==> src/rtl/actl_pkg.sv <==
package actl_pkg;

  localparam int unsigned IDX_W  = 4;
  localparam int unsigned BYTE_W = 8;

  // fixed 7-bit target address, write direction appended as LSB 0
  localparam logic [6:0] TGT_ADDR = 7'b1000000;

  // indices that accept no data
  localparam logic [15:0] NOSTORE_MASK = 16'h0180;

  typedef enum logic [2:0] {
    PH_IDLE,
    PH_ADDR,
    PH_SUB,
    PH_DATA,
    PH_SKIP
  } rx_phase_e;

  function automatic logic [7:0] reg_default(input int unsigned idx);
    case (idx)
      0:       return 8'hFF;  // input attenuation at maximum
      1:       return 8'h7E;  // surround off, output fixed, effect -21 dB
      2:       return 8'h00;  // phase selection
      3:       return 8'h1F;  // bass flat
      4:       return 8'h7E;  // treble flat
      5, 6:    return 8'h78;  // speaker muted
      9:       return 8'h06;  // input 1 selected
      default: return 8'h00;
    endcase
  endfunction

endpackage

==> src/rtl/actl_line_cond.sv <==
module actl_line_cond #(
  parameter int unsigned STAGES = 2
) (
  input  logic clk,
  input  logic rst_n,
  input  logic scl_i,
  input  logic sda_i,
  output logic sda_lvl_o,
  output logic scl_rise_o,
  output logic scl_fall_o,
  output logic start_o,
  output logic stop_o
);

  logic [STAGES-1:0] scl_q, sda_q;
  logic              scl_d, sda_d;
  logic              scl_lvl;

  generate
    if (STAGES == 1) begin : g_one
      always_ff @(posedge clk or negedge rst_n) begin
        if (!rst_n) begin
          scl_q <= '1;
          sda_q <= '1;
        end else begin
          scl_q <= scl_i;
          sda_q <= sda_i;
        end
      end
    end else begin : g_multi
      always_ff @(posedge clk or negedge rst_n) begin
        if (!rst_n) begin
          scl_q <= '1;
          sda_q <= '1;
        end else begin
          scl_q <= {scl_q[STAGES-2:0], scl_i};
          sda_q <= {sda_q[STAGES-2:0], sda_i};
        end
      end
    end
  endgenerate

  always_ff @(posedge clk or negedge rst_n) begin
    if (!rst_n) begin
      scl_d <= 1'b1;
      sda_d <= 1'b1;
    end else begin
      scl_d <= scl_q[STAGES-1];
      sda_d <= sda_q[STAGES-1];
    end
  end

  assign scl_lvl    = scl_q[STAGES-1];
  assign sda_lvl_o  = sda_q[STAGES-1];
  assign scl_rise_o = scl_lvl & ~scl_d;
  assign scl_fall_o = ~scl_lvl & scl_d;
  assign start_o    = scl_lvl & scl_d & sda_d & ~sda_lvl_o;
  assign stop_o     = scl_lvl & scl_d & ~sda_d & sda_lvl_o;

endmodule

==> src/rtl/actl_byte_rx.sv <==
module actl_byte_rx
  import actl_pkg::*;
(
  input  logic             clk,
  input  logic             rst_n,
  input  logic             sda_lvl_i,
  input  logic             scl_rise_i,
  input  logic             scl_fall_i,
  input  logic             start_i,
  input  logic             stop_i,
  output logic             sda_pd_o,
  output logic             wr_req_o,
  output logic [IDX_W-1:0] wr_ptr_o,
  output logic [7:0]       wr_byte_o
);

  localparam logic [3:0] LAST_BIT  = 4'(BYTE_W);
  localparam logic [7:0] ADDR_BYTE = {TGT_ADDR, 1'b0};

  rx_phase_e        phase_q, phase_d;
  logic [3:0]       cnt_q, cnt_d;
  logic [7:0]       shreg_q, shreg_d;
  logic             ack_q, ack_d;
  logic             pd_q, pd_d;
  logic [IDX_W-1:0] ptr_q, ptr_d;
  logic             auto_q, auto_d;
  logic             wreq_q, wreq_d;
  logic [IDX_W-1:0] wptr_q, wptr_d;
  logic [7:0]       wbyte_q, wbyte_d;
  logic             receiving;

  assign receiving = (phase_q == PH_ADDR) || (phase_q == PH_SUB) || (phase_q == PH_DATA);

  always_comb begin
    phase_d = phase_q;
    cnt_d   = cnt_q;
    shreg_d = shreg_q;
    ack_d   = ack_q;
    pd_d    = pd_q;
    ptr_d   = ptr_q;
    auto_d  = auto_q;
    wreq_d  = 1'b0;
    wptr_d  = wptr_q;
    wbyte_d = wbyte_q;
    if (start_i) begin
      phase_d = PH_ADDR;
      cnt_d   = '0;
      ack_d   = 1'b0;
      pd_d    = 1'b0;
    end else if (stop_i) begin
      phase_d = PH_IDLE;
      cnt_d   = '0;
      ack_d   = 1'b0;
      pd_d    = 1'b0;
    end else if (scl_rise_i && !ack_q && receiving && (cnt_q < LAST_BIT)) begin
      shreg_d = {shreg_q[6:0], sda_lvl_i};
      cnt_d   = cnt_q + 4'd1;
    end else if (scl_fall_i && ack_q) begin
      ack_d = 1'b0;
      pd_d  = 1'b0;
      cnt_d = '0;
    end else if (scl_fall_i && receiving && (cnt_q == LAST_BIT)) begin
      cnt_d = '0;
      unique case (phase_q)
        PH_ADDR: begin
          if (shreg_q == ADDR_BYTE) begin
            ack_d   = 1'b1;
            pd_d    = 1'b1;
            phase_d = PH_SUB;
          end else begin
            phase_d = PH_SKIP;
          end
        end
        PH_SUB: begin
          ptr_d   = shreg_q[IDX_W-1:0];
          auto_d  = shreg_q[7];
          ack_d   = 1'b1;
          pd_d    = 1'b1;
          phase_d = PH_DATA;
        end
        default: begin
          wreq_d  = 1'b1;
          wptr_d  = ptr_q;
          wbyte_d = shreg_q;
          ack_d   = 1'b1;
          pd_d    = 1'b1;
          if (auto_q) ptr_d = ptr_q + 4'd1;
        end
      endcase
    end
  end

  always_ff @(posedge clk or negedge rst_n) begin
    if (!rst_n) begin
      phase_q <= PH_IDLE;
      cnt_q   <= '0;
      shreg_q <= '0;
      ack_q   <= 1'b0;
      pd_q    <= 1'b0;
      ptr_q   <= '0;
      auto_q  <= 1'b0;
      wreq_q  <= 1'b0;
      wptr_q  <= '0;
      wbyte_q <= '0;
    end else begin
      phase_q <= phase_d;
      cnt_q   <= cnt_d;
      shreg_q <= shreg_d;
      ack_q   <= ack_d;
      pd_q    <= pd_d;
      ptr_q   <= ptr_d;
      auto_q  <= auto_d;
      wreq_q  <= wreq_d;
      wptr_q  <= wptr_d;
      wbyte_q <= wbyte_d;
    end
  end

  assign sda_pd_o  = pd_q;
  assign wr_req_o  = wreq_q;
  assign wr_ptr_o  = wptr_q;
  assign wr_byte_o = wbyte_q;

endmodule

==> src/rtl/actl_reg_bank.sv <==
module actl_reg_bank
  import actl_pkg::*;
#(
  parameter int unsigned NUM_REGS = 10
) (
  input  logic                  clk,
  input  logic                  rst_n,
  input  logic                  wr_req_i,
  input  logic [IDX_W-1:0]      wr_ptr_i,
  input  logic [7:0]            wr_byte_i,
  output logic [NUM_REGS*8-1:0] regs_o,
  output logic                  wr_stb_o,
  output logic [IDX_W-1:0]      wr_idx_o,
  output logic [7:0]            wr_data_o
);

  localparam logic [IDX_W-1:0] LAST_IDX = IDX_W'(NUM_REGS - 1);

  logic             storable;
  logic             stb_d;
  logic             stb_q;
  logic [IDX_W-1:0] idx_q;
  logic [7:0]       data_q;

  assign storable = (wr_ptr_i <= LAST_IDX) && !NOSTORE_MASK[wr_ptr_i];
  assign stb_d    = wr_req_i && storable;

  generate
    for (genvar i = 0; i < NUM_REGS; i++) begin : g_reg
      if (NOSTORE_MASK[i]) begin : g_hole
        assign regs_o[i*8 +: 8] = 8'h00;
      end else begin : g_store
        logic [7:0] val_q;
        logic       en;
        assign en = stb_d && (wr_ptr_i == IDX_W'(i));
        always_ff @(posedge clk or negedge rst_n) begin
          if (!rst_n)  val_q <= reg_default(i);
          else if (en) val_q <= wr_byte_i;
        end
        assign regs_o[i*8 +: 8] = val_q;
      end
    end
  endgenerate

  always_ff @(posedge clk or negedge rst_n) begin
    if (!rst_n) begin
      stb_q  <= 1'b0;
      idx_q  <= '0;
      data_q <= '0;
    end else begin
      stb_q <= stb_d;
      if (stb_d) begin
        idx_q  <= wr_ptr_i;
        data_q <= wr_byte_i;
      end
    end
  end

  assign wr_stb_o  = stb_q;
  assign wr_idx_o  = idx_q;
  assign wr_data_o = data_q;

endmodule

==> src/rtl/audio_ctl_i2c_regs.sv <==
module audio_ctl_i2c_regs
  import actl_pkg::*;
#(
  parameter int unsigned NUM_REGS    = 10,
  parameter int unsigned SYNC_STAGES = 2
) (
  input  logic                  clk,
  input  logic                  rst_n,
  input  logic                  scl_i,
  input  logic                  sda_i,
  output logic                  sda_pd_o,
  output logic                  wr_stb_o,
  output logic [3:0]            wr_idx_o,
  output logic [7:0]            wr_data_o,
  output logic [NUM_REGS*8-1:0] regs_o
);

  logic [1:0]       rst_sync_q;
  logic             rst_core_n;
  logic             sda_lvl, scl_rise, scl_fall, start_ev, stop_ev;
  logic             wr_req;
  logic [IDX_W-1:0] wr_ptr;
  logic [7:0]       wr_byte;

  // asynchronous assertion, synchronous release
  always_ff @(posedge clk or negedge rst_n) begin
    if (!rst_n) rst_sync_q <= 2'b00;
    else        rst_sync_q <= {rst_sync_q[0], 1'b1};
  end
  assign rst_core_n = rst_sync_q[1];

  actl_line_cond #(.STAGES(SYNC_STAGES)) line_i (
    .clk        (clk),
    .rst_n      (rst_core_n),
    .scl_i      (scl_i),
    .sda_i      (sda_i),
    .sda_lvl_o  (sda_lvl),
    .scl_rise_o (scl_rise),
    .scl_fall_o (scl_fall),
    .start_o    (start_ev),
    .stop_o     (stop_ev)
  );

  actl_byte_rx rx_i (
    .clk        (clk),
    .rst_n      (rst_core_n),
    .sda_lvl_i  (sda_lvl),
    .scl_rise_i (scl_rise),
    .scl_fall_i (scl_fall),
    .start_i    (start_ev),
    .stop_i     (stop_ev),
    .sda_pd_o   (sda_pd_o),
    .wr_req_o   (wr_req),
    .wr_ptr_o   (wr_ptr),
    .wr_byte_o  (wr_byte)
  );

  actl_reg_bank #(.NUM_REGS(NUM_REGS)) bank_i (
    .clk       (clk),
    .rst_n     (rst_core_n),
    .wr_req_i  (wr_req),
    .wr_ptr_i  (wr_ptr),
    .wr_byte_i (wr_byte),
    .regs_o    (regs_o),
    .wr_stb_o  (wr_stb_o),
    .wr_idx_o  (wr_idx_o),
    .wr_data_o (wr_data_o)
  );

endmodule

==> config.mk <==
export PLATFORM = sky130hd
export DESIGN_NAME = audio_ctl_i2c_regs
export DESIGN_NICKNAME = d
export VERILOG_FILES = /design/src/rtl/actl_pkg.sv /design/src/rtl/actl_line_cond.sv /design/src/rtl/actl_byte_rx.sv /design/src/rtl/actl_reg_bank.sv /design/src/rtl/audio_ctl_i2c_regs.sv
export SDC_FILE = /design/constraint.sdc
export NUM_CORES = 1
export LEC_CHECK = 0
export BUFFER_PORTS_ARGS = -buffer_cell sky130_fd_sc_hd__buf_2
export CAP_MARGIN = 5
export CORE_MARGIN = 4
export CORE_UTILIZATION = 40
export DETAILED_ROUTE_END_ITERATION = 10
export PLACE_DENSITY = 0.6
export SLEW_MARGIN = 20
export SYNTH_ARGS = -nofsm -noshare
export SYNTH_HDL_FRONTEND = slang
export SYNTH_SLANG_ARGS = --single-unit
==> constraint.sdc <==
create_clock -name clk -period 3.3 [get_ports clk]
set_input_delay 0 -clock clk [delete_from_list [all_inputs] [get_ports clk]]
set_output_delay 0 -clock clk [all_outputs]
set_load 0.02 [all_outputs]
==> results of run 1 <==
cell families (layout without fill, tap and decap cells):
family / after synthesis / after routing
AOI/OAI and AO/OA: 32 / 32
DFF: 119 / 119
other: 2 / 17
xor gates and xnor gates: 3 / 3
and+or+nand+nor: 54 / 54
buffers and inverters: 45 / 130
muxes: 97 / 97
adders and majority gates: 3 / 3
metrics by stage:
stage | util, % | total power, W | cell area (um2) | worst slack [ns]
final | 50.7 | 0.00350 | 6170 | 0.945
after detailed placement | 45.4 | 0.00163 | 5520 | 0.963
after floorplan | - | 0.00161 | 5080 | 1.30
after global placement | 45.4 | 0.00163 | 5520 | 1.02
after global routing | 50.7 | 0.00362 | 6170 | 0.838
after CTS | 50.7 | 0.00353 | 6170 | 0.945
registers in the layout (all words and copies together) (netlist names), 3 cells and up:
name and count:
rx_i.phase_q 3, rx_i.shreg_q 8, rx_i.wr_ptr_o 4, bank_i.wr_data_o 8, rx_i.cnt_q 4, bank_i.g.g_store.val_q 64, rx_i.wr_byte_o 8, bank_i.wr_idx_o 4
rx_i.ptr_q 4
cells in the final DEF (no fill, tap or decap), drive strengths merged, types with 9 or more instances in the layout:
| cell | count |
|---|---|
| dfrtp | 78 |
| mux2 | 95 |
| nand2 | 9 |
| inv | 10 |
| conb | 17 |
| buf | 84 |
| clkbuf | 25 |
| o21ai | 11 |
| dfstp | 41 |
cells in the mapped netlist, drive strengths merged, types with 3 or more instances:
| cell | number | area share (%) |
|---|---|---|
| mux2 | 95 | 22 |
| dfrtp | 78 | 39 |
| dfstp | 41 | 21 |
| buf | 30 | 4.0 |
| o21ai | 11 | 1.1 |
| inv | 10 | 0.75 |
| nand2 | 9 | 0.67 |
| nand3 | 8 | 0.80 |
| nor2 | 8 | 0.60 |
| a21oi | 7 | 0.77 |
| clkbuf | 5 | 0.37 |
| nand2b | 5 | 0.62 |
| nor3 | 4 | 0.60 |
| a31oi | 3 | 0.37 |
| ha | 3 | 0.75 |
| nand4 | 3 | 0.37 |
| xnor2 | 3 | 0.67 |
power by group:
part           total (W)  internal (W)  switching [W]
registers        0.00152       0.00148      0.0000421
clock network    0.00189       0.00127       0.000619
logic          0.0000863     0.0000313      0.0000550
total            0.00350       0.00278       0.000716
cell type report:
| class | count | area (um2) |
|---|---|---|
| clock buffers | 25 | 495 |
| clock inverters | 7 | 118 |
| fillers | 1066 | 5990 |
| inverters | 10 | 37.5 |
| multi-input cells | 206 | 1800 |
| flip-flops and latches | 119 | 3030 |
| well taps | 168 | 210 |
| repair buffers | 88 | 480 |
worst max-delay path, stage by stage (launching register included):
cell and delay [ns]:
dfstp_2 0.58, or4b_1 0.51, nor3_2 0.73, mux2_2 0.42
path summary, 6_finish.rpt:
| kind | to | slack [ns] | depth (start not counted) |
|---|---|---|---|
| min in group asynchronous | rst_sync_q[1]$_DFF_PN0_ | 0.44 | 3 |
| worst max-delay path | rx_i.shreg_q[3]$_DFFE_PN0P_ | 0.94 | 3 |
| max in group asynchronous | bank_i.g_reg[5].g_store.val_q[3]$_DFFE_PN1P_ | 1.96 | 1 |
| worst max register to register | rx_i.shreg_q[3]$_DFFE_PN0P_ | 0.94 | 3 |
| worst min register to register | rst_sync_q[1]$_DFF_PN0_ | 0.34 | 0 |
| worst min-delay path | line_i.sda_q[0]$_DFF_PN1_ | 0.24 | 2 |
metal layers:
metal	GRT usage [%]	up-vias	part of all wire, %
met5	0	-	0
met4	6.94	0	1.6
met3	4.48	14	5.4
met2	23.7	79	48
met1	19.5	1500	45
li1	-	1399	-
repair_timing:
item                                   4_1_cts  5_1_grt
endpoints found under the hold margin        4        0
setup buffers                                0        0
resized for setup                            0        0
hold buffers                                 4        0
==> impl_metrics.py, run 1 <==
metrics = {
    "run_status": {
        "status": "complete, no violations",
    },
    "floorplan": {
        "num_io_pins": 98,
        "fp-row-count": 40,
        "die_h_um": 120,
        "core_um2": 12200,
        "design.die.area_um2": 14400,
        "start_util_pct": 41.3,
        "die_x_um": 120,
    },
    "routing": {
        "via_per_inst": 4.80,
        "ant_nets": 0,
        "post_drt_wl_per_cell_um": 16.4,
        "drc_errors": 0,
        "drtIter0Drc": 112,
        "drtPass1Iterations": 4,
        "wl_mm": 10.2,
        "vias": 2992,
    },
    "logic_synthesis": {
        "synth_warnings": 0,
        "synthSimpleGateAreaFrac_pct": 6.67,
        "ys_ff_latch": 119,
        "synth_top_family_by_area": "multiplexers",
        "synth-main-ff-cell": "dfrtp_1",
        "synth_compound_area_share_pct": 4.03,
        "ys_types": 49,
        "synth_edf_count": 0,
        "ys_seq_area_share_pct": 60.3,
        "synth-adder-area-share_pct": 0.747,
        "muxShareOfSynthArea_pct": 22.3,
        "synth_cells": 355,
        "synth-xor-area-share_pct": 0.672,
        "syn_area_per_cell_um2": 14.2,
        "synthArstFlopShare_pct": 100,
        "syn_area_um2": 5030,
    },
    "timing": {
        "setup-tns-final_ns": 0,
        "slew_viol_final": 0,
        "hold_viol_final": 0,
        "relSlewSlack_pct": 40.2,
        "rsz0062_at_grt": "false",
        "finalClockSkew_ns": 0.0109,
        "max_freq_ghz": 0.425,
        "fin_worst_hold_slack_ns": 0.236,
        "period_needed_ns": 2.36,
        "setup_viol": 0,
        "worst_pin_slew_ns": 0.897,
        "fin_crit_sh_pct": 71.4,
    },
    "cts": {
        "clk_latency_ns": 0.41,
        "clk_pin_slew_worst_paths_ns": 0.05,
        "cts_root_buf": "clkbuf_16",
        "cts_buffer_depth": 2,
        "cts.sink_count": 119,
        "numCtsBuffers": 17,
        "cts_tree": "built",
        "htreeDepth": 4,
    },
    "global_route": {
        "overflow": 0,
        "grt_pass1_vias": 3090,
        "track_usage_pct": 15.2,
        "grt_max_degree": 70,
        "antenna_found_initial": 0,
        "grt_pass1_wl_mm": 16.8,
    },
    "power_and_ir_drop": {
        "power_density_nw_per_um2": 567,
        "ir_drop_mv": 0.290,
        "p_leak_nw": 3.14,
    },
    "placed_design": {
        "port_buffers": 81,
        "dpl.cell_count": 587,
        "dp_hpwl_mm": 6.95,
        "gp_congestion": 0.750,
    },
    "setup_path": {
        "crit_type": "register to register",
        "critPathLaunch": "line_i.scl_q[1]$_DFF_PN1_",
        "critical_path_required_ns": 3.59,
        "worstReg2RegStart": "line_i.scl_q[1]$_DFF_PN1_",
        "cp_data_arrival_time_ns": 2.64,
        "end_kind": "register",
        "critPathMaxFanout": 13,
        "cp-start-kind": "register",
    },
    "finish": {
        "stdcell_count": 623,
        "layout-drive-gt1-share_pct": 56.9,
        "n_antenna_cell": 0,
        "layout.nets": 449,
        "syn_to_final_growth_pct": 22.7,
    },
    "worst_hold_path": {
        "hp-class": "primary input to register",
        "hp-start": "sda_i",
    },
    "flow_run": {
        "max_cap_viol_count": 0,
    },
}
No activity file was read; power rests on OpenSTA's default activity.
==> run 2, diff against run 1 <==
PLACE_DENSITY = 0.58   (was 0.6)
clock period = 2.4 ns   (was 3.3 ns; I/O delays follow)
==> run 2 against run 1 <==
Net effect:
- fmax increased by 16%
- sequential power grew 36%
- final area down 0.39%
- combinational power is 73% higher
- hold slack worse by 0.0095 ns
- clock power is 25% higher
- critical endpoint is now rx_i.wr_ptr_o[1]$_DFFE_PN0P_
- total power grew 31%
==> impl_metrics.py, run 2 (synthesis gave the netlist of run 1 again) <==
metrics = {
    "floorplan": {
        "start_util_pct": 41.3,
        "die_x_um": 120,
        "core_um2": 12200,
        "design.die.area_um2": 14400,
        "num_io_pins": 98,
        "fp-row-count": 40,
        "die_h_um": 120,
    },
    "setup_path": {
        "worstReg2RegStart": "line_i.sda_q[1]$_DFF_PN1_",
        "crit_type": "register to register",
        "critPathLaunch": "line_i.sda_q[1]$_DFF_PN1_",
        "end_kind": "register",
        "critPathCapture": "rx_i.wr_ptr_o[1]$_DFFE_PN0P_",
        "cp-start-kind": "register",
        "critical_path_required_ns": 2.68,
        "r2r_end": "rx_i.wr_ptr_o[1]$_DFFE_PN0P_",
        "cp_data_arrival_time_ns": 2.31,
        "reg2reg_slack_ns": 0.37,
        "critPathMaxFanout": 13,
        "reg2reg_depth": 4,
    },
    "global_route": {
        "grt_pass1_vias": 3052,
        "track_usage_pct": 14.7,
        "grt_pass1_wl_mm": 16.3,
        "overflow": 0,
        "antenna_found_initial": 0,
        "grt_max_degree": 118,
    },
    "power_and_ir_drop": {
        "swShare_pct": 20.9,
        "ir_drop_mv": 0.477,
        "switchingPower_w": 0.000960,
        "seqPwrFrac_pct": 45.1,
        "power_density_nw_per_um2": 746,
        "p_int_w": 0.00362,
        "comb_power_share_pct": 3.3,
        "p_leak_nw": 3.14,
        "clkPwrFrac_pct": 51.6,
    },
    "cts": {
        "cts_buffer_depth": 2,
        "htreeDepth": 4,
        "post_cts_resized": 0,
        "clk_pin_slew_worst_paths_ns": 0.05,
        "cts.sink_count": 119,
        "cts_root_buf": "clkbuf_16",
        "ctsHoldBuffers": 4,
        "cts_tree": "built",
        "numCtsBuffers": 17,
        "clk_latency_ns": 0.42,
        "post_cts_buffers": 0,
    },
    "timing": {
        "fin_crit_sh_pct": 84.5,
        "relSlewSlack_pct": 57.6,
        "slew_viol_final": 0,
        "setup-tns-final_ns": 0,
        "rsz0062_at_grt": "false",
        "worst_pin_slew_ns": 0.630,
        "setup_viol": 0,
        "finalClockSkew_ns": 0.0201,
        "hold_viol_final": 0,
        "setup_ws_ns": 0.372,
        "max_freq_ghz": 0.493,
        "period_needed_ns": 2.03,
    },
    "routing": {
        "post_drt_wl_per_cell_um": 16.0,
        "drtIter0Drc": 128,
        "drtPass1Iterations": 5,
        "vias": 3048,
        "met2WireLength_mm": 4.73,
        "wl_mm": 10.0,
        "ant_nets": 0,
        "top_layer_used": "met4",
        "wl_met3_um": 572,
        "wl_met1_mm": 4.57,
        "drc_errors": 0,
        "via_per_inst": 4.86,
    },
    "finish": {
        "syn_to_final_growth_pct": 22.3,
        "fillers": 1089,
        "final_cell_mix": "mux2_2, buf_2, dfrtp_1, dfstp_2",
        "layout-drive-gt1-share_pct": 57.3,
        "layout.nets": 453,
        "regArea_um2": 3030,
        "final_common_cell": "mux2_2",
        "n_antenna_cell": 0,
        "largest_register_ffs": 64,
        "top_register": "bank_i.g.g_store.val_q",
        "multiInputGateArea_um2": 1800,
    },
    "placed_design": {
        "dp_hpwl_mm": 6.76,
        "gp_congestion": 0.829,
        "port_buffers": 81,
        "post-place-ws_ns": 0.385,
    },
    "worst_hold_path": {
        "hp-start": "sda_i",
        "hp-class": "primary input to register",
    },
    "flow_run": {
        "max_cap_viol_count": 0,
    },
    "run_status": {
        "status": "complete, no violations",
    },
}
run 2: cell type report:
type / instances / share of cell area (%)
clock inverter: 10 / 1.71
sequential: 119 / 49.3
timing repair buffer: 92 / 8.30
multi-input combinational: 206 / 29.2
inverter: 10 / 0.611
clock buffer: 22 / 7.39
tap: 168 / 3.42
run 2: per-layer routing:
layer	global-route usage (%)	up-vias
li1	-	1411
met3	4.57	15
met5	0	-
met2	22.2	101
met4	6.87	0
met1	19.4	1521
run 2: worst max-delay path, cell delays in order, from the launching register on:
cell and delay [ns]:
dfstp_2 0.58, xnor2_2 0.15, a21oi_2 0.13, or4_4 0.69
mux2_4 0.34
run 2: worst min path at each step:
stage / end / depth (start not counted)
after floorplan: rst_sync_q[0]$_DFF_PN0_ / 0
after global placement: rst_sync_q[0]$_DFF_PN0_ / 1
after detailed placement: rst_sync_q[0]$_DFF_PN0_ / 1
after CTS: line_i.scl_q[0]$_DFF_PN1_ / 2
after global routing: line_i.scl_q[0]$_DFF_PN1_ / 2
final: line_i.sda_q[0]$_DFF_PN1_ / 2
run 2: power by group through the flow:
stage	Clock (W)	Combinational, W	Sequential, W
floorplan	0	0.000105	0.00212
global placement	0	0.000146	0.00210
detailed placement	0	0.000147	0.00210
CTS	0.00245	0.000152	0.00207
global route	0.00254	0.000168	0.00207
finish	0.00237	0.000149	0.00207
run 2: stage by stage:
stage | cell area [um2] | std cells | util, % | hold WS [ns] | power (W)
floorplan | 5080 | 370 | - | -0.296 | 0.00222
global placement | 5550 | 591 | 45.6 | -0.214 | 0.00225
detailed placement | 5550 | 591 | 45.6 | -0.212 | 0.00225
CTS | 6150 | 627 | 50.5 | 0.207 | 0.00467
global route | 6150 | 627 | 50.5 | 0.243 | 0.00478
finish | 6150 | 627 | 50.5 | 0.227 | 0.00459
